## src/rtl/dbg_uart_pkg.sv

```systemverilog
package dbg_uart_pkg;
  localparam int WIN_AW = 9;
  typedef logic [WIN_AW-3:0] word_t;

  localparam word_t W_CTRL  = 7'h00;
  localparam word_t W_MODE  = 7'h01;
  localparam word_t W_IEN   = 7'h02;
  localparam word_t W_IDIS  = 7'h03;
  localparam word_t W_IMASK = 7'h04;
  localparam word_t W_STAT  = 7'h05;
  localparam word_t W_RHOLD = 7'h06;
  localparam word_t W_THOLD = 7'h07;
  localparam word_t W_BDIV  = 7'h08;
  localparam word_t W_ID    = 7'h10;
  localparam word_t W_IDX   = 7'h11;

  localparam int ST_RXRDY = 0;
  localparam int ST_TXRDY = 1;
  localparam int ST_OVR   = 5;
  localparam int ST_FRM   = 6;
  localparam int ST_PAR   = 7;
  localparam int ST_TXEMP = 9;
  localparam int ST_TXBE  = 11;
  localparam int ST_RXBF  = 12;

  localparam int CB_RXEN   = 4;
  localparam int CB_RXDIS  = 5;
  localparam int CB_TXEN   = 6;
  localparam int CB_TXDIS  = 7;
  localparam int CB_RSTST  = 8;

  localparam logic [31:0] SR_RESET = 32'h0000_0A02;

  typedef enum logic [1:0] {RX_IDLE, RX_START, RX_DATA, RX_STOP} rx_state_e;
endpackage

```

## src/rtl/dbg_uart_tick.sv

```systemverilog
module dbg_uart_tick #(
  parameter int DIV_W = 16
) (
  input  logic             clk,
  input  logic             rst_n,
  input  logic [DIV_W-1:0] div,
  output logic             tick
);
  logic [DIV_W-1:0] cnt_q;

  assign tick = (div != '0) && (cnt_q >= div - 1'b1);

  always_ff @(posedge clk) begin
    if (!rst_n)            cnt_q <= '0;
    else if (div == '0)    cnt_q <= '0;
    else if (tick)         cnt_q <= '0;
    else                   cnt_q <= cnt_q + 1'b1;
  end
endmodule

```

## src/rtl/dbg_uart_tx.sv

```systemverilog
module dbg_uart_tx #(
  parameter int DATA_W = 8,
  parameter int OS     = 16
) (
  input  logic              clk,
  input  logic              rst_n,
  input  logic              tick,
  input  logic              start,
  input  logic [DATA_W-1:0] data,
  output logic              line,
  output logic              done
);
  localparam int FRAME_N = DATA_W + 2;
  localparam int CNT_W   = $clog2(OS);
  localparam int BIT_W   = $clog2(FRAME_N);

  logic [FRAME_N-1:0] sh_q;
  logic [CNT_W-1:0]   ph_q;
  logic [BIT_W-1:0]   n_q;
  logic               busy_q;
  logic               done_q;

  always_ff @(posedge clk) begin
    if (!rst_n) begin
      sh_q   <= '1;
      ph_q   <= '0;
      n_q    <= '0;
      busy_q <= 1'b0;
      done_q <= 1'b0;
    end else begin
      done_q <= 1'b0;
      if (start && !busy_q) begin
        sh_q   <= {1'b1, data, 1'b0};
        ph_q   <= '0;
        n_q    <= '0;
        busy_q <= 1'b1;
      end else if (busy_q && tick) begin
        if (ph_q == CNT_W'(OS - 1)) begin
          ph_q <= '0;
          sh_q <= {1'b1, sh_q[FRAME_N-1:1]};
          if (n_q == BIT_W'(FRAME_N - 1)) begin
            busy_q <= 1'b0;
            done_q <= 1'b1;
          end else begin
            n_q <= n_q + 1'b1;
          end
        end else begin
          ph_q <= ph_q + 1'b1;
        end
      end
    end
  end

  assign line = busy_q ? sh_q[0] : 1'b1;
  assign done = done_q;
endmodule

```

## src/rtl/dbg_uart_rx.sv

```systemverilog
module dbg_uart_rx
  import dbg_uart_pkg::*;
#(
  parameter int DATA_W = 8,
  parameter int OS     = 16
) (
  input  logic              clk,
  input  logic              rst_n,
  input  logic              tick,
  input  logic              line_in,
  output logic              valid,
  output logic [DATA_W-1:0] data,
  output logic              ferr
);
  localparam int CNT_W = $clog2(OS);
  localparam int IDX_W = $clog2(DATA_W);

  logic [1:0]        sync_q;
  logic              ln;
  rx_state_e         st_q;
  logic [CNT_W-1:0]  ph_q;
  logic [IDX_W-1:0]  n_q;
  logic [DATA_W-1:0] sh_q;
  logic              valid_q;
  logic [DATA_W-1:0] data_q;
  logic              ferr_q;

  assign ln = sync_q[1];

  always_ff @(posedge clk) begin
    if (!rst_n) begin
      sync_q  <= 2'b11;
      st_q    <= RX_IDLE;
      ph_q    <= '0;
      n_q     <= '0;
      sh_q    <= '0;
      valid_q <= 1'b0;
      data_q  <= '0;
      ferr_q  <= 1'b0;
    end else begin
      sync_q  <= {sync_q[0], line_in};
      valid_q <= 1'b0;
      if (tick) begin
        case (st_q)
          RX_IDLE: begin
            if (!ln) begin
              st_q <= RX_START;
              ph_q <= '0;
            end
          end
          RX_START: begin
            if (ph_q == CNT_W'(OS / 2 - 1)) begin
              ph_q <= '0;
              n_q  <= '0;
              st_q <= ln ? RX_IDLE : RX_DATA;
            end else begin
              ph_q <= ph_q + 1'b1;
            end
          end
          RX_DATA: begin
            if (ph_q == CNT_W'(OS - 1)) begin
              ph_q <= '0;
              sh_q <= {ln, sh_q[DATA_W-1:1]};
              if (n_q == IDX_W'(DATA_W - 1)) st_q <= RX_STOP;
              else                           n_q  <= n_q + 1'b1;
            end else begin
              ph_q <= ph_q + 1'b1;
            end
          end
          RX_STOP: begin
            if (ph_q == CNT_W'(OS - 1)) begin
              ph_q    <= '0;
              valid_q <= 1'b1;
              data_q  <= sh_q;
              ferr_q  <= !ln;
              st_q    <= RX_IDLE;
            end else begin
              ph_q <= ph_q + 1'b1;
            end
          end
          default: st_q <= RX_IDLE;
        endcase
      end
    end
  end

  assign valid = valid_q;
  assign data  = data_q;
  assign ferr  = ferr_q;
endmodule

```

## src/rtl/dbg_uart.sv

```systemverilog
module dbg_uart
  import dbg_uart_pkg::*;
#(
  parameter int          ADDR_W  = 12,
  parameter int          DIV_W   = 16,
  parameter int          DATA_W  = 8,
  parameter int          OS      = 16,
  parameter logic [31:0] ID_WORD = 32'h275B_0940,
  parameter logic [31:0] ID_EXT  = 32'h0000_0000
) (
  input  logic              clk,
  input  logic              rst_n,
  input  logic [ADDR_W-1:0] bus_addr,
  input  logic              bus_wr,
  input  logic              bus_rd,
  input  logic [31:0]       bus_wdata,
  output logic [31:0]       bus_rdata,
  output logic              irq,
  input  logic              ser_rx,
  output logic              ser_tx
);
  word_t             word;
  logic              unused_addr;
  logic              rx_en_q, tx_en_q;
  logic [31:0]       mode_q, imr_q, sr_q, sr_d;
  logic [DATA_W-1:0] rhr_q;
  logic [DIV_W-1:0]  div_q;
  logic              tick, tx_done, tx_start;
  logic              rx_valid, rx_ferr, rx_take, rhr_rd, ctrl_wr;
  logic [DATA_W-1:0] rx_data;

  assign word        = bus_addr[WIN_AW-1:2];
  assign unused_addr = ^{bus_addr[ADDR_W-1:WIN_AW], bus_addr[1:0]};

  assign ctrl_wr  = bus_wr && (word == W_CTRL);
  assign rhr_rd   = bus_rd && (word == W_RHOLD);
  assign tx_start = bus_wr && (word == W_THOLD) && tx_en_q && sr_q[ST_TXRDY];
  assign rx_take  = rx_valid && rx_en_q && !(sr_q[ST_RXRDY] && !rhr_rd);

  dbg_uart_tick #(.DIV_W(DIV_W)) u_tick (
    .clk(clk), .rst_n(rst_n), .div(div_q), .tick(tick)
  );

  dbg_uart_tx #(.DATA_W(DATA_W), .OS(OS)) u_tx (
    .clk(clk), .rst_n(rst_n), .tick(tick), .start(tx_start),
    .data(bus_wdata[DATA_W-1:0]), .line(ser_tx), .done(tx_done)
  );

  dbg_uart_rx #(.DATA_W(DATA_W), .OS(OS)) u_rx (
    .clk(clk), .rst_n(rst_n), .tick(tick), .line_in(ser_rx),
    .valid(rx_valid), .data(rx_data), .ferr(rx_ferr)
  );

  always_comb begin
    sr_d = sr_q;
    if (rhr_rd) begin
      sr_d[ST_RXRDY] = 1'b0;
      sr_d[ST_RXBF]  = 1'b0;
    end
    if (ctrl_wr && bus_wdata[CB_RSTST]) begin
      sr_d[ST_OVR] = 1'b0;
      sr_d[ST_FRM] = 1'b0;
      sr_d[ST_PAR] = 1'b0;
    end
    if (tx_start) begin
      sr_d[ST_TXRDY] = 1'b0;
      sr_d[ST_TXEMP] = 1'b0;
      sr_d[ST_TXBE]  = 1'b0;
    end
    if (tx_done) begin
      sr_d[ST_TXRDY] = 1'b1;
      sr_d[ST_TXEMP] = 1'b1;
      sr_d[ST_TXBE]  = 1'b1;
    end
    if (rx_valid && rx_en_q) begin
      if (rx_ferr) sr_d[ST_FRM] = 1'b1;
      if (rx_take) begin
        sr_d[ST_RXRDY] = 1'b1;
        sr_d[ST_RXBF]  = 1'b1;
      end else begin
        sr_d[ST_OVR] = 1'b1;
      end
    end
  end

  always_ff @(posedge clk) begin
    if (!rst_n) begin
      rx_en_q <= 1'b0;
      tx_en_q <= 1'b0;
      mode_q  <= '0;
      imr_q   <= '0;
      sr_q    <= SR_RESET;
      rhr_q   <= '0;
      div_q   <= '0;
    end else begin
      sr_q <= sr_d;
      if (rx_take) rhr_q <= rx_data;
      if (ctrl_wr) begin
        if (bus_wdata[CB_RXDIS])     rx_en_q <= 1'b0;
        else if (bus_wdata[CB_RXEN]) rx_en_q <= 1'b1;
        if (bus_wdata[CB_TXDIS])     tx_en_q <= 1'b0;
        else if (bus_wdata[CB_TXEN]) tx_en_q <= 1'b1;
      end
      if (bus_wr) begin
        case (word)
          W_MODE: mode_q <= bus_wdata;
          W_IEN:  imr_q  <= imr_q | bus_wdata;
          W_IDIS: imr_q  <= imr_q & ~bus_wdata;
          W_BDIV: div_q  <= bus_wdata[DIV_W-1:0];
          default: ;
        endcase
      end
    end
  end

  always_comb begin
    case (word)
      W_MODE:  bus_rdata = mode_q;
      W_IMASK: bus_rdata = imr_q;
      W_STAT:  bus_rdata = sr_q;
      W_RHOLD: bus_rdata = 32'(rhr_q);
      W_BDIV:  bus_rdata = 32'(div_q);
      W_ID:    bus_rdata = ID_WORD;
      W_IDX:   bus_rdata = ID_EXT;
      default: bus_rdata = 32'h0;
    endcase
  end

  assign irq = |(sr_q & imr_q);
endmodule

```

## config.mk

```make
export PLATFORM = sky130hd
export DESIGN_NAME = dbg_uart
export DESIGN_NICKNAME = d
export VERILOG_FILES = /design/src/rtl/dbg_uart_pkg.sv /design/src/rtl/dbg_uart_tick.sv /design/src/rtl/dbg_uart_tx.sv /design/src/rtl/dbg_uart_rx.sv /design/src/rtl/dbg_uart.sv
export SDC_FILE = /design/constraint.sdc
export NUM_CORES = 1
export LEC_CHECK = 0
export ABC_AREA = 1
export BUFFER_PORTS_ARGS = -buffer_cell sky130_fd_sc_hd__buf_2
export CAP_MARGIN = 20
export CORE_MARGIN = 2
export CORE_UTILIZATION = 40
export CTS_CLUSTER_SIZE = 14
export DETAILED_ROUTE_END_ITERATION = 6
export GPL_ROUTABILITY_DRIVEN = 0
export SYNTH_ARGS = -nofsm -noshare
export SYNTH_HDL_FRONTEND = slang
export SYNTH_HIERARCHICAL = 1
export SYNTH_SLANG_ARGS = --single-unit
```

## constraint.sdc

```tcl
create_clock -name clk -period 3.3 [get_ports clk]
set_input_delay 0.66 -clock clk [delete_from_list [all_inputs] [get_ports clk]]
set_output_delay 0.66 -clock clk [all_outputs]
set_load 0.01 [all_outputs]
```

; ---- Word-level counts from Yosys, hierarchy flattened
; Index checks and enable logic that the tools add are counted.
[word_totals]
ff_bits = 161
romBits = 0
ram_bits = 0
latch_bits = 0
elab_cells = 149
memories = 0
out_inout_bits = 34
input_bits = 49
[classes]
reduce_logical = 47
bitwise_logic = 8
add_sub_neg = 6
n_mux = 42
n_shift = 0
n_eq_ne = 23
mul = 0
order_cmp = 1
n_div = 0
[ops]
columns = cell, count
row1 = 32-bit one-hot mux with 6 select lines, 1
row2 = 32-bit one-hot mux with 2 select lines, 1
row3 = 13-bit by 32-bit bitwise AND with 32-bit output, 1
row4 = 32-bit bitwise AND, 1
row5 = 32-bit NOT, 1
row6 = 32-bit bitwise OR, 1
row7 = 32-bit OR reduction, 1
row8 = "7-bit by 3-bit == test with 1-bit output, second input constant", 4
row9 = 9-bit two-way mux, 3
row10 = 1-bit two-way mux, 19
row11 = "16-bit by 1-bit adder with 16-bit output, second input constant", 1
row12 = 16-bit greater-or-equal comparator, 1
row13 = 16-bit logical NOT, 1
row14 = 2-bit two-way mux, 8
row15 = 4-bit two-way mux, 4
row16 = 16-bit nonzero test, 1
row17 = "16-bit by 1-bit subtractor with 16-bit output, second input constant", 1
row18 = 3-bit AND reduction, 5
row19 = "7-bit by 2-bit == test with 1-bit output, second input constant", 2
row20 = 2-bit AND reduction, 7
row21 = 2-bit nonzero test, 7
row22 = "4-bit by 1-bit adder with 4-bit output, second input constant", 3
row23 = "4-bit == test, second input constant", 3
row24 = 1-bit logical AND, 12
row25 = other kinds (23), 38

; ---- Depth between registers and ports, before layout
[logic_depth]
depth_word = 8
ltp_mapped = 21
ltp_nobuf = 21

; ---- Modules after synthesis
; Netlist, hierarchy kept.
[by_module_without_submodules]
columns = mod, cells_each, seq_area_each_um2, area_each_um2, n_inst
row1 = dbg_uart, 661, 1901.8, 4431.8, 1
row2 = dbg_uart_tick, 228, 320.3, 1572.8, 1
row3 = dbg_uart_rx, 157, 580.6, 1181.1, 1
row4 = dbg_uart_tx, 132, 380.4, 957.2, 1

; ---- Worst setup path before layout
; Ideal clock, no wire load.
[synth_timing]
kind = reg2reg
from = reg div_q[0]
to = reg u_rx.sh_q[0]
period_less_slack_ns = 2.877
path_slack_ns = 0.423
stages_incl_launch_ff = 18
arrival_time_ns = 2.761
setup_ns = 0.116
cell_sequence = dfxtp_1 inv_1 ha_1 nand3_1 nor2_1 nand3b_1 xnor2_1 inv_1 ha_1 nand4_1 a21oi_1 nor2_1 a21oi_1 inv_1 nor3_4 inv_2 nor2_1 nor2_1
[synth_between]
elab_chain_cells = 4
elab_cells_between_ends = 5
cone_classes = 1 x add/sub / 1 x order compare / 3 x reduce/logical
[synth_lines]
columns = item, line
row1 = "start, declared", dbg_uart.sv:27  ; logic [DIV_W-1:0] div_q;
row2 = "start signal, assigned", dbg_uart.sv:109  ; W_BDIV: div_q <= bus_wdata[DIV_W-1:0];
row3 = 16-bit by 1-bit subtractor with 16-bit output, dbg_uart_tick.sv:11  ; assign tick = (div != '0) && (cnt_q >= div - 1'b1);
row4 = 16-bit greater-or-equal comparator, dbg_uart_tick.sv:11
row5 = 1-bit logical AND *, dbg_uart_tick.sv:11
row6 = named net tick, dbg_uart.sv:28  ; logic tick, tx_done, tx_start;
row7 = 3-bit AND reduction (no line) *, -
row8 = "end signal, assigned", dbg_uart_rx.sv:63  ; sh_q <= {ln, sh_q[DATA_W-1:1]};
row9 = "end, declared", dbg_uart_rx.sv:23  ; logic [DATA_W-1:0] sh_q;
; The timed path passes the listed nets; every way through them passes the cells marked *.
; A chain may end at the register's enable or synchronous reset.

; ---- Worst setup path after layout
[layout_timing]
from = reg div_q[0]
to = reg u_rx.sh_q[6]
; Same word-level chain as after synthesis.

==> summary.md <==
| Metric | Value |
|---|---|
| Status | `complete, no violations` |
| Leading cell type in the layout, fill and taps excluded | `nand2_1` |
| WHS | `a little over 0.4 ns` |
| Filler cells | `2,109` |
| Worst-Skew Late Latency | `0.43 ns` |
| Crit-path max FO | `10` |
| Final HPWL DP | `13,700 um` |
| Ant diodes | `0` |
| Crit-path max cell delay | `about 0.32 ns` |
| Routed len/inst | `around 13 um` |
| Num CTS Buffers | `17` |
| CTS root buf | `clkbuf_16` |
| Synth area leaders | `dfxtp_1 (39%), nand2_1 (13%), nor2_1 (9.0%), nand3_1 (6.6%), a21oi_1 (5.6%)` |
| Post-synth top area share | `39.1%` |
| Slew HR | `53.1%` |
| Reg2reg path depth | `19` |
| Post-route insts no fill | `approximately 1,500` |
| Buf+Inv Stages, Crit Path | `6` |
| Commonest non-fill, non-tap cells in the layout | `nand2_1 (287), nor2_1 (195), dfxtp_1 (159)` |
| Final Hold Fails | `0` |
| DR vias | `between 7,000 and 8,000` |
| Mapped Cells | `1,178` |
| Share of cells above drive strength 1 | `15.0%` |
| Routed Antenna Nets | `0` |
| Reg-to-reg setup timing slack | `0.31 ns` |
| Die span in x | `147 um` |
| H-tree level count | `4` |
| Synth Cell Area | `8140 um^2` |
| Vias per cell | `around 4.9` |
| Syn_area_per_cell | `around 7 um^2` |
| CP Data Arrival Time | `3.32 ns` |
| Area delta synth->final | `14.7%` |
| Worst r2r src | `div_q[0]$_SDFFE_PN0P_` |
| First-pass GRT wire length | `33,500 um` |
| Actual slew at the worst max-slew pin | `0.702 ns` |
| Setup crit end kind | `flop` |
| Site Rows | `52` |
| Post-DP Area | `8690 um^2` |
| Worst min-delay path category | `reg -> reg` |
| Comb pwr share | `3.9%` |
| CTS Sinks | `159` |
| Static leakage | `between 4 and 5 nW` |
| Placed insts | `1,489` |
| Detailed Route WL | `around 20,000 um` |
| Pre-CTS setup slack | `0.112 ns` |
| Clk pin slew, worst setup/hold paths | `0.06 ns` |
| Hold Path Cell Cnt | `1` |
| Final setup viols | `0` |
| Internal power | `3.06 mW` |
| Final setup margin | `0.306 ns` |
| Nets | `1,315` |
| Crit-path slowest cell | `dfxtp_1` |
| Gr usage total | `19.1%` |
| Crit Path Class | `reg -> reg` |
| Initial antenna violation count | `0` |
| Flops & latches, synth | `about 160` |
| Top Ports | `83` |
| Ys Warns | `6` |
| Max_cap viols | `0` |
| Core box area | `approximately 20,000 um^2` |
| Hold path start | `u_rx/sync_q[0]$_SDFF_PN1_` |
| # hold bufs at CTS | `0` |
| Seq/Total Area, Yosys | `39.1%` |
| PwrDens | `434 nW/um^2` |
| CP most frequent cell | `nor2_1` |
| Die area | `21,500 um^2` |
| Register area | `3180 um^2` |
| CTS tree | `yes` |
| Setup Skew | `0.00899 ns` |
| Startpoint types | `flop` |
| Critical Path, Cell by Cell | `inv_1, ha_1, nand3_1, nor2_1, nand3b_1, xnor2_1, inv_1, ha_1, nand4_1, a21oi_1, nor2_1, a21oi_1, buf_4, inv_1, nor3_4, buf_12, inv_2, nor2_1, nor2_1` |
| Fin area | `9340 um^2` |
| Clock share of power | `slightly below 50%` |
| WP data required | `3.62 ns` |
| Port-buffer cells | `77` |
| Die Ht | `147 um` |
| CP top delay family | `simple AND/OR/NAND/NOR gates` |
| Number of global-route vias before repair | `6,680` |
| Library cells used by synthesis | `a little over 40` |
| Initial Utilization | `40.5%` |
| Residual DRC | `0` |
| Capturing point of the worst reg2reg path | `u_rx/sh_q[6]$_SDFFE_PN0P_` |
| Initial DRC count | `480` |
| Period utilisation layout | `90.7%` |
| Clock Path Buffers | `2` |
| VDD IR-drop max | `0.000348 V` |
| FMAX | `between 300 and 400 MHz` |
| Gr ovfl total | `0` |
| Post-synthesis net count | `1,252` |
| Hold worst-path end | `u_rx/sync_q[1]$_SDFF_PN1_` |
| Tmin final | `2.99 ns` |
| Area occupied by multi-input gates | `4330 um^2` |
| Sw frac | `24.5%` |
| DRT Pass-1 Iters | `5` |
| Post-synth top area cell | `dfxtp_1` |
| Largest net degree at the start of global routing | `95` |
| Sequential share of power | `47.6%` |
| Switching Power | `approximately 0.99 mW` |
| Max Slew Vio Count | `0` |
==> area by class of cell <==
type                            count  share of cell area, %
Clock inverter                     14                   1.57
Multi-Input combinational cell    875                   46.4
Clock buffer                       18                   4.70
Timing Repair Buffer               91                   5.73
Inverter                           97                   3.94
Tap cell                          270                   3.62
Sequential cell                   159                   34.1
==> cells in the mapped netlist, drive strengths merged <==
library cell	number
nand3b	6
nor3	9
dfxtp	159
clkinv	3
a21boi	1
o21ai	55
xor2	18
and3	1
nand3	113
a22o	1
nor4	1
or2	3
a21oi	91
inv	94
nand2	299
buf	32
nor2	219
nand4	18
o31ai	1
clkbuf	15
and2	1
xnor2	12
ha	25
nor3b	1
==> power by group through the flow <==
| stage | Combinational (mW) | Sequential (mW) | Clock [mW] |
|---|---|---|---|
| after global placement | 0.159 | 1.97 | 0 |
| after floorplan | 0.0850 | 1.97 | 0 |
| after CTS | 0.160 | 1.93 | 2.01 |
| final | 0.159 | 1.93 | 1.96 |
| after detailed placement | 0.158 | 1.97 | 0 |
| after global routing | 0.178 | 1.93 | 2.10 |
==> per-layer routing <==
| layer | share of wire (%) | GRT usage (%) | up-vias |
|---|---|---|---|
| met1 | 48 | 26.7 | 3346 |
| met4 | 1.4 | 4.76 | 0 |
| li1 | - | - | 3907 |
| met2 | 45 | 29.6 | 166 |
| met5 | 0 | 0 | - |
| met3 | 5.8 | 4.81 | 17 |
==> worst max path at each step <==
stage / endpoint / slack, ns / from / cells after the start
floorplan: u_rx/sh_q[0]$_SDFFE_PN0P_ / 0.42 / div_q[0]$_SDFFE_PN0P_ / 17
global placement: u_rx/data[6]$_SDFFE_PN0P_ / 0.13 / div_q[0]$_SDFFE_PN0P_ / 17
detailed placement: u_rx/data[4]$_SDFFE_PN0P_ / 0.11 / div_q[0]$_SDFFE_PN0P_ / 17
CTS: u_rx/data[5]$_SDFFE_PN0P_ / 0.10 / div_q[0]$_SDFFE_PN0P_ / 17
global route: u_rx/sh_q[6]$_SDFFE_PN0P_ / -0.02 / div_q[0]$_SDFFE_PN0P_ / 19
finish: u_rx/sh_q[6]$_SDFFE_PN0P_ / 0.31 / div_q[0]$_SDFFE_PN0P_ / 19
==> through the flow <==
stage / utilization, % / power, mW / setup TNS [ns]
after floorplan: - / 2.05 / 0
after global routing: 46.5 / 4.20 / -0.0511
after detailed placement: 43.2 / 2.13 / 0
after CTS: 46.1 / 4.09 / 0
after global placement: 43.2 / 2.13 / 0
final: 46.5 / 4.05 / 0
==> repair_timing <==
item                                    in CTS  in global routing
setup buffers                                0                  2
gates resized for setup                      0                  3
hold endpoints to repair                     0                  0
endpoints found under the setup margin       0                 20
==> cells by family after synthesis <==
family                     synth area share, %
buffers and inverters                     7.84
xor gates and xnor gates                  3.23
adders and majority gates                 3.84
AOI/OAI and AO/OA                         9.31
DFF                                       39.1
and+or+nand+nor                           36.7
==> worst register-to-register path, stage by stage, from the launching register on <==
cell and delay [ns]:
dfxtp_1 0.32, inv_1 0.17, ha_1 0.23, nand3_1 0.15, nor2_1 0.20, nand3b_1 0.12, xnor2_1 0.14, inv_1 0.05
ha_1 0.26, nand4_1 0.10, a21oi_1 0.14, nor2_1 0.08, a21oi_1 0.15, buf_4 0.18, inv_1 0.10, nor3_4 0.17
buf_12 0.15, inv_2 0.06, nor2_1 0.09, nor2_1 0.05
Note: power is estimated with default switching activity, not from simulation.
